### src/rtl/pd_tick_pkg.sv
package pd_tick_pkg;

  parameter int PRESC_CODE_W   = 3;
  parameter int PRESC_MAX_CODE = 4;
  parameter int HB_W           = 6;
  parameter int WIN_W          = 5;
  parameter int GAP_W          = 5;

  // strobes from the control half to the counting half
  typedef struct packed {
    logic run;
    logic winOn;
    logic gapOn;
  } tick_ctrl_t;

endpackage

### src/rtl/pd_tick_div.sv
module pd_tick_div #(
  parameter int W = 5
) (
  input  logic         clk,
  input  logic         rstN,
  input  logic         run,
  input  logic         active,
  input  logic         inTick,
  input  logic [W-1:0] lim,
  output logic         tick
);

  logic [W-1:0] cnt;

  always_ff @(posedge clk) begin
    if (!rstN) begin
      cnt  <= '0;
      tick <= 1'b0;
    end else if (!run || !active) begin
      cnt  <= '0;
      tick <= 1'b0;
    end else if (inTick) begin
      if (cnt == lim) begin
        cnt  <= '0;
        tick <= 1'b1;
      end else begin
        cnt  <= cnt + 1'b1;
        tick <= 1'b0;
      end
    end else begin
      tick <= 1'b0;
    end
  end

  AST_DIV_BOUND: assert property (@(posedge clk) disable iff (!rstN)
    (run && active) |-> (cnt <= lim));

  AST_DIV_FROM_INPUT: assert property (@(posedge clk) disable iff (!rstN)
    tick |-> $past(inTick));

  AST_DIV_IDLE: assert property (@(posedge clk) disable iff (!rstN)
    !(run && active) |=> !tick);

endmodule

### src/rtl/pd_tick_ctrl.sv
module pd_tick_ctrl
  import pd_tick_pkg::*;
#(
  parameter int PRESC_CODE_W   = 3,
  parameter int PRESC_MAX_CODE = 4,
  parameter int HB_W           = 6,
  parameter int WIN_W          = 5,
  parameter int GAP_W          = 5,
  localparam int PCNT_W        = PRESC_MAX_CODE
) (
  input  logic                    clk,
  input  logic                    rstN,
  input  logic                    enable,
  input  logic                    cfgWrite,
  input  logic [PRESC_CODE_W-1:0] cfgPresc,
  input  logic [HB_W-1:0]         cfgHalfBit,
  input  logic [WIN_W-1:0]        cfgWindow,
  input  logic [GAP_W-1:0]        cfgGap,
  output logic [PCNT_W-1:0]       presLim,
  output logic [HB_W-1:0]         hbLim,
  output logic [WIN_W-1:0]        winLim,
  output logic [GAP_W-1:0]        gapLim,
  output tick_ctrl_t              strobe,
  output logic                    cfgError
);

  logic [PRESC_CODE_W-1:0] prescQ;
  logic [HB_W-1:0]         hbQ;
  logic [WIN_W-1:0]        winQ;
  logic [GAP_W-1:0]        gapQ;
  logic                    winOn;
  logic                    gapOn;

  // configuration only lands while the chain is stopped
  always_ff @(posedge clk) begin
    if (!rstN) begin
      prescQ <= '0;
      hbQ    <= '0;
      winQ   <= '0;
      gapQ   <= '0;
    end else if (cfgWrite && !enable) begin
      prescQ <= cfgPresc;
      hbQ    <= cfgHalfBit;
      winQ   <= cfgWindow;
      gapQ   <= cfgGap;
    end
  end

  // coded prescaler: codes above the maximum saturate
  always_comb begin
    if (prescQ >= PRESC_CODE_W'(PRESC_MAX_CODE)) begin
      presLim = '1;
    end else begin
      presLim = PCNT_W'((32'd1 << prescQ) - 32'd1);
    end
  end

  assign winOn  = (winQ != '0);
  assign gapOn  = (gapQ != '0);
  assign hbLim  = hbQ;
  assign winLim = winQ;
  assign gapLim = gapQ;

  always_comb begin
    strobe.run   = enable;
    strobe.winOn = winOn;
    strobe.gapOn = gapOn;
  end

  always_ff @(posedge clk) begin
    if (!rstN) begin
      cfgError <= 1'b0;
    end else if (enable && (!winOn || !gapOn)) begin
      cfgError <= 1'b1;
    end
  end

  AST_CFG_LOCKED: assert property (@(posedge clk) disable iff (!rstN)
    enable |=> ($stable(prescQ) && $stable(hbQ) && $stable(winQ) && $stable(gapQ)));

  AST_ERR_STICKY: assert property (@(posedge clk) disable iff (!rstN)
    cfgError |=> cfgError);

  AST_ERR_CAUSE: assert property (@(posedge clk) disable iff (!rstN)
    $rose(cfgError) |-> $past(enable));

endmodule

### src/rtl/pd_tick_dp.sv
module pd_tick_dp
  import pd_tick_pkg::*;
#(
  parameter int PCNT_W = 4,
  parameter int HB_W   = 6,
  parameter int WIN_W  = 5,
  parameter int GAP_W  = 5
) (
  input  logic              clk,
  input  logic              rstN,
  input  tick_ctrl_t        strobe,
  input  logic [PCNT_W-1:0] presLim,
  input  logic [HB_W-1:0]   hbLim,
  input  logic [WIN_W-1:0]  winLim,
  input  logic [GAP_W-1:0]  gapLim,
  output logic              tickPeriph,
  output logic              tickHalfBit,
  output logic              tickWindow,
  output logic              tickGap
);

  pd_tick_div #(.W(PCNT_W)) u_presc (
    .clk(clk), .rstN(rstN), .run(strobe.run), .active(1'b1),
    .inTick(1'b1), .lim(presLim), .tick(tickPeriph)
  );

  pd_tick_div #(.W(HB_W)) u_halfBit (
    .clk(clk), .rstN(rstN), .run(strobe.run), .active(1'b1),
    .inTick(tickPeriph), .lim(hbLim), .tick(tickHalfBit)
  );

  pd_tick_div #(.W(WIN_W)) u_window (
    .clk(clk), .rstN(rstN), .run(strobe.run), .active(strobe.winOn),
    .inTick(tickHalfBit), .lim(winLim), .tick(tickWindow)
  );

  pd_tick_div #(.W(GAP_W)) u_gap (
    .clk(clk), .rstN(rstN), .run(strobe.run), .active(strobe.gapOn),
    .inTick(tickPeriph), .lim(gapLim), .tick(tickGap)
  );

  AST_ALL_QUIET: assert property (@(posedge clk) disable iff (!rstN)
    !strobe.run |=> !(tickPeriph || tickHalfBit || tickWindow || tickGap));

  AST_ZERO_WIN: assert property (@(posedge clk) disable iff (!rstN)
    !strobe.winOn |=> !tickWindow);

  AST_ZERO_GAP: assert property (@(posedge clk) disable iff (!rstN)
    !strobe.gapOn |=> !tickGap);

  AST_GAP_SOURCE: assert property (@(posedge clk) disable iff (!rstN)
    tickGap |-> $past(tickPeriph));

endmodule

### src/rtl/pd_tick_chain.sv
module pd_tick_chain
  import pd_tick_pkg::*;
#(
  parameter int PRESC_CODE_W   = pd_tick_pkg::PRESC_CODE_W,
  parameter int PRESC_MAX_CODE = pd_tick_pkg::PRESC_MAX_CODE,
  parameter int HB_W           = pd_tick_pkg::HB_W,
  parameter int WIN_W          = pd_tick_pkg::WIN_W,
  parameter int GAP_W          = pd_tick_pkg::GAP_W
) (
  input  logic                    clk,
  input  logic                    rstN,
  input  logic                    enable,
  input  logic                    cfgWrite,
  input  logic [PRESC_CODE_W-1:0] cfgPresc,
  input  logic [HB_W-1:0]         cfgHalfBit,
  input  logic [WIN_W-1:0]        cfgWindow,
  input  logic [GAP_W-1:0]        cfgGap,
  output logic                    tickPeriph,
  output logic                    tickHalfBit,
  output logic                    tickWindow,
  output logic                    tickGap,
  output logic                    cfgError
);

  localparam int PCNT_W = PRESC_MAX_CODE;

  tick_ctrl_t        strobe;
  logic [PCNT_W-1:0] presLim;
  logic [HB_W-1:0]   hbLim;
  logic [WIN_W-1:0]  winLim;
  logic [GAP_W-1:0]  gapLim;

  pd_tick_ctrl #(
    .PRESC_CODE_W(PRESC_CODE_W), .PRESC_MAX_CODE(PRESC_MAX_CODE),
    .HB_W(HB_W), .WIN_W(WIN_W), .GAP_W(GAP_W)
  ) u_ctrl (
    .clk(clk), .rstN(rstN), .enable(enable), .cfgWrite(cfgWrite),
    .cfgPresc(cfgPresc), .cfgHalfBit(cfgHalfBit), .cfgWindow(cfgWindow),
    .cfgGap(cfgGap), .presLim(presLim), .hbLim(hbLim), .winLim(winLim),
    .gapLim(gapLim), .strobe(strobe), .cfgError(cfgError)
  );

  pd_tick_dp #(
    .PCNT_W(PCNT_W), .HB_W(HB_W), .WIN_W(WIN_W), .GAP_W(GAP_W)
  ) u_dp (
    .clk(clk), .rstN(rstN), .strobe(strobe), .presLim(presLim),
    .hbLim(hbLim), .winLim(winLim), .gapLim(gapLim),
    .tickPeriph(tickPeriph), .tickHalfBit(tickHalfBit),
    .tickWindow(tickWindow), .tickGap(tickGap)
  );

endmodule

### config.mk
export PLATFORM = sky130hd
export DESIGN_NAME = pd_tick_chain
export DESIGN_NICKNAME = d
export VERILOG_FILES = /design/src/rtl/pd_tick_pkg.sv /design/src/rtl/pd_tick_div.sv /design/src/rtl/pd_tick_ctrl.sv /design/src/rtl/pd_tick_dp.sv /design/src/rtl/pd_tick_chain.sv
export SDC_FILE = /design/constraint.sdc
export NUM_CORES = 1
export LEC_CHECK = 0
export ABC_AREA = 1
export BUFFER_PORTS_ARGS = -buffer_cell sky130_fd_sc_hd__buf_4
export CORE_MARGIN = 2
export CORE_UTILIZATION = 55
export CTS_CLUSTER_DIAMETER = 50
export DETAILED_ROUTE_END_ITERATION = 16
export GPL_TIMING_DRIVEN = 0
export PLACE_DENSITY = 0.75
export SLEW_MARGIN = 20
export SYNTH_ARGS = -nofsm -noshare
export SYNTH_HDL_FRONTEND = slang
export SYNTH_SLANG_ARGS = --single-unit
### constraint.sdc
create_clock -name clk -period 3.73 [get_ports clk]
set_input_delay 0.1865 -clock clk [delete_from_list [all_inputs] [get_ports clk]]
set_output_delay 0.1865 -clock clk [all_outputs]
set_load 0.005 [all_outputs]
==> metrics.txt <==
# TYPE chip_impl_metric gauge
chip_impl_metric{name="post_cts.resized_instances",unit=""} 0
chip_impl_metric{name="async_flop_share",unit="%"} 0
chip_impl_info{name="r2r-end",value="u_dp.u_presc.cnt[2]$_SDFF_PP0_"} 1
chip_impl_metric{name="syn-instance-count",unit=""} 270
chip_impl_metric{name="cts_sinks",unit=""} 44
chip_impl_metric{name="power.ir.vdd_worst",unit="mV"} 0.268
chip_impl_metric{name="initial_core_util",unit="%"} 58.7
chip_impl_metric{name="worstPathRequired",unit="ns"} 3.99
chip_impl_metric{name="clk_latency",unit="ns"} 0.36
chip_impl_metric{name="multi_input_gate_area_in_the_final_layout",unit="sq um"} 963
chip_impl_metric{name="cts-root-to-sink-buffers",unit=""} 2
chip_impl_metric{name="area_delta_synth_final",unit="%"} 16.8
chip_impl_metric{name="max_freq",unit="MHz"} 620
chip_impl_metric{name="core_outline_area",unit="sq um"} 3420
chip_impl_metric{name="gr-total-overflow",unit=""} 0
chip_impl_metric{name="final_number_of_max_transition_violations",unit=""} 0
chip_impl_metric{name="port-buffer-count",unit=""} 27
chip_impl_metric{name="routed-via-count",unit=""} 1747
chip_impl_metric{name="maxSlewHeadroom",unit="%"} 68.9
chip_impl_metric{name="cts_htree_levels",unit=""} 2
chip_impl_metric{name="final_period_utilization",unit="%"} 43.3
chip_impl_info{name="status",value="finished clean"} 1
chip_impl_metric{name="ys_seq_elements",unit=""} 44
chip_impl_metric{name="drt_drc_violations_left",unit=""} 0
chip_impl_metric{name="synth_sequential_area_ratio",unit="%"} 43.9
chip_impl_metric{name="antenna_violating_nets_post_route",unit=""} 0
chip_impl_info{name="worstHoldPathType",value="input port to flip-flop"} 1
chip_impl_info{name="cts_root_buffer",value="sky130_fd_sc_hd__clkbuf_4"} 1
chip_impl_metric{name="post-synth-top-area-fraction",unit="%"} 43.9
chip_impl_info{name="critical_path.startpoint",value="u_ctrl.prescQ[0]$_SDFFE_PN0P_"} 1
chip_impl_metric{name="first_pass_grt_wire_length",unit="um"} 6930
chip_impl_metric{name="post_layout_min_period",unit="ns"} 1.61
chip_impl_info{name="mostFrequentLayoutCell",value="sky130_fd_sc_hd__nor2_1"} 1
chip_impl_metric{name="final_cell_area",unit="sq um"} 2340
chip_impl_metric{name="worstMarginPinSlew",unit="ns"} 0.466
chip_impl_metric{name="placed_cell_area",unit="sq um"} 2270
chip_impl_metric{name="count_of_max_cap_constraint_violations",unit=""} 0
chip_impl_metric{name="post-cts-setup-buffer-count",unit=""} 0
chip_impl_metric{name="dieArea",unit="sq um"} 4150
chip_impl_info{name="crit_end",value="u_dp.u_presc.cnt[2]$_SDFF_PP0_"} 1
chip_impl_metric{name="static-leakage-power",unit="uW"} 0.00102
chip_impl_metric{name="fin_nets",unit=""} 332
chip_impl_metric{name="dp_hpwl",unit="um"} 2900
chip_impl_metric{name="final_layout_size_suffix_gt1_share",unit="%"} 14.1
chip_impl_metric{name="synth_enable_flop_cells",unit=""} 0
chip_impl_metric{name="largest_fanout_on_the_critical_path",unit=""} 4
chip_impl_metric{name="design_power_total",unit="uW"} 906
chip_impl_metric{name="sequential_cell_area",unit="sq um"} 881
chip_impl_info{name="setup.worst_path.class",value="flip-flop to flip-flop"} 1
chip_impl_metric{name="final.setup_skew",unit="ns"} 0.00548
chip_impl_metric{name="clkTransAtPathRegs",unit="ns"} 0.13
chip_impl_metric{name="io-pin-count",unit=""} 28
chip_impl_info{name="postSynth.topFlopCell",value="sky130_fd_sc_hd__dfxtp_1"} 1
chip_impl_metric{name="drt-vias-per-instance",unit=""} 4.98
chip_impl_metric{name="synth.yosys.warnings",unit=""} 0
chip_impl_metric{name="die_x",unit="um"} 64.4
chip_impl_metric{name="powerDensity",unit="nW/um^2"} 387
chip_impl_info{name="worst_hold_startpoint",value="cfgGap[1]"} 1
chip_impl_metric{name="ff2ff_path_depth",unit=""} 10
chip_impl_metric{name="cts-buffers-inserted",unit=""} 5
chip_impl_metric{name="timing.setup.tns",unit="ns"} 0
chip_impl_metric{name="cp.arrival",unit="ns"} 1.88
chip_impl_info{name="timing.rr.start",value="u_ctrl.prescQ[0]$_SDFFE_PN0P_"} 1
chip_impl_info{name="tritoncts",value="done"} 1
chip_impl_metric{name="post_synth_instance_area",unit="sq um"} 2010
chip_impl_metric{name="chipHeight",unit="um"} 64.4
chip_impl_metric{name="drt_wl_total",unit="um"} 3930
chip_impl_info{name="crit_path_end_kind",value="flip-flop"} 1
chip_impl_metric{name="grt_antenna_before_repair",unit=""} 0
chip_impl_metric{name="synth.net_count",unit=""} 298
chip_impl_metric{name="routabilityCongestion",unit=""} 0.813
chip_impl_metric{name="regToRegSetupSlack",unit="ns"} 2.12
chip_impl_metric{name="grt.total_usage",unit="%"} 21.5
chip_impl_metric{name="number_of_hold_violations_in_the_final_report",unit=""} 0
chip_impl_metric{name="pin_count_of_the_biggest_net_entering_global_routing",unit=""} 14
chip_impl_info{name="rsz0062_at_grt",value="false"} 1
chip_impl_metric{name="first_global_vias",unit=""} 1695
chip_impl_metric{name="hold_buf_cts",unit=""} 0
chip_impl_info{name="leading_cell_types_by_total_area_after_synthesis",value="sky130_fd_sc_hd__dfxtp_1, sky130_fd_sc_hd__nor2_1, sky130_fd_sc_hd__nand2_1, sky130_fd_sc_hd__o21ai_0, sky130_fd_sc_hd__inv_1"} 1
chip_impl_metric{name="routed_wire_length_per_instance",unit="um"} 11.2
chip_impl_metric{name="syn_area_per_cell",unit="sq um"} 7.43
chip_impl_metric{name="diodes",unit=""} 0
chip_impl_metric{name="number_of_inserted_filler_cells_in_the_final_layout",unit=""} 301
chip_impl_info{name="layout_common_cells",value="sky130_fd_sc_hd__nor2_1, sky130_fd_sc_hd__dfxtp_1, sky130_fd_sc_hd__nand2_1"} 1
chip_impl_metric{name="num_rows",unit=""} 21
chip_impl_info{name="synth.largest_area_cell",value="sky130_fd_sc_hd__dfxtp_1"} 1
chip_impl_metric{name="first_iter_violations",unit=""} 156
chip_impl_metric{name="detailedRoute.firstPassIterationCount",unit=""} 4
chip_impl_metric{name="netlist-cell-type-count",unit=""} 25
chip_impl_metric{name="setup_violations",unit=""} 0
chip_impl_info{name="timing.critical_path.from_type",value="flip-flop"} 1
-- critical path, cell delays in order, from the launching register on --
cell	delay, ns
sky130_fd_sc_hd__dfxtp_1	0.35
sky130_fd_sc_hd__nor2_1	0.16
sky130_fd_sc_hd__nand2_1	0.10
sky130_fd_sc_hd__ha_1	0.31
sky130_fd_sc_hd__nand2_1	0.05
sky130_fd_sc_hd__nand2_1	0.06
sky130_fd_sc_hd__nand3_1	0.07
sky130_fd_sc_hd__nor2_1	0.10
sky130_fd_sc_hd__nand3_1	0.10
sky130_fd_sc_hd__nand2_1	0.16
sky130_fd_sc_hd__nor2_1	0.06
-- per-layer routing --
| layer | wire length, um | GRT usage (%) | vias up | part of all wire [%] |
|---|---|---|---|---|
| li1 | - | - | 929 | - |
| met4 | 57 | 7.71 | 0 | 1.5 |
| met5 | 0 | 0 | - | 0 |
| met3 | 230 | 5.99 | 6 | 5.9 |
| met1 | 1870 | 27.0 | 768 | 48 |
| met2 | 1770 | 35.3 | 44 | 45 |
-- through the flow --
step           setup WS [ns]  util, %  instances  hold slack, ns
6_report                2.12     68.6        351          0.0450
5_1_grt                 1.92     68.6        351          0.0272
3_5_place_dp            2.17     66.3        343           0.416
4_1_cts                 2.13     68.6        351          0.0350
3_3_place_gp            2.21     66.3        343           0.410
2_1_floorplan           2.37        -        270           0.321
-- power breakdown --
| part | switching [uW] | internal [uW] |
|---|---|---|
| registers | 13.6 | 488 |
| clock network | 154 | 141 |
| logic | 60.4 | 49.8 |
| total | 228 | 678 |
-- cells in the mapped netlist, drive strengths merged (5+ instances only) --
library cell	count
nand4	5
ha	5
nand2	41
xor2	12
nand3	12
o21ai	25
xnor2	7
dfxtp	44
nor2	54
nor3	5
a21oi	12
inv	34
-- state kept, by name, summed over array words and instances, names as in the netlist --
name	flops
u_ctrl.cfgError	1
u_ctrl.gapLim	5
u_ctrl.hbLim	6
u_ctrl.prescQ	3
u_ctrl.winLim	5
u_dp.u_gap.cnt	5
u_dp.u_gap.tick	1
u_dp.u_halfBit.cnt	6
u_dp.u_halfBit.tick	1
u_dp.u_presc.cnt	4
u_dp.u_presc.tick	1
u_dp.u_window.cnt	5
u_dp.u_window.tick	1
-- cell families (layout without fill, tap and decap cells) --
kind of cell    after synthesis  count (layout)  synth area share (%)
compound gates               43              43                  11.4
xor+xnor                     19              19                  8.30
fa+ha+maj                     5               5                  3.12
buf+inv                      40              75                  8.05
flops                        44              44                  43.9
mux                           1               1                 0.499
simple gates                118             118                  24.8
-- cell type report --
class | count | area share (%)
multi-input cells | 186 | 41.1
flip-flops and latches | 44 | 37.6
repair buffers | 27 | 8.65
inverters | 34 | 5.56
well taps | 46 | 2.46
clock buffers | 6 | 1.76
clock inverters | 2 | 1.50
plain buffers | 6 | 1.34
-- how the worst min path moves through the flow --
stage | endpoint | slack, ns | cells after the start
after CTS | u_ctrl.hbLim[0]$_SDFFE_PN0P_ | 0.03 | 3
after floorplan | u_ctrl.hbLim[0]$_SDFFE_PN0P_ | 0.32 | 2
after global placement | u_ctrl.hbLim[0]$_SDFFE_PN0P_ | 0.41 | 3
final | u_ctrl.gapLim[1]$_SDFFE_PN0P_ | 0.04 | 3
after global routing | u_ctrl.hbLim[0]$_SDFFE_PN0P_ | 0.03 | 3
after detailed placement | u_ctrl.hbLim[0]$_SDFFE_PN0P_ | 0.42 | 3
Note: power is estimated with default switching activity, not from simulation.
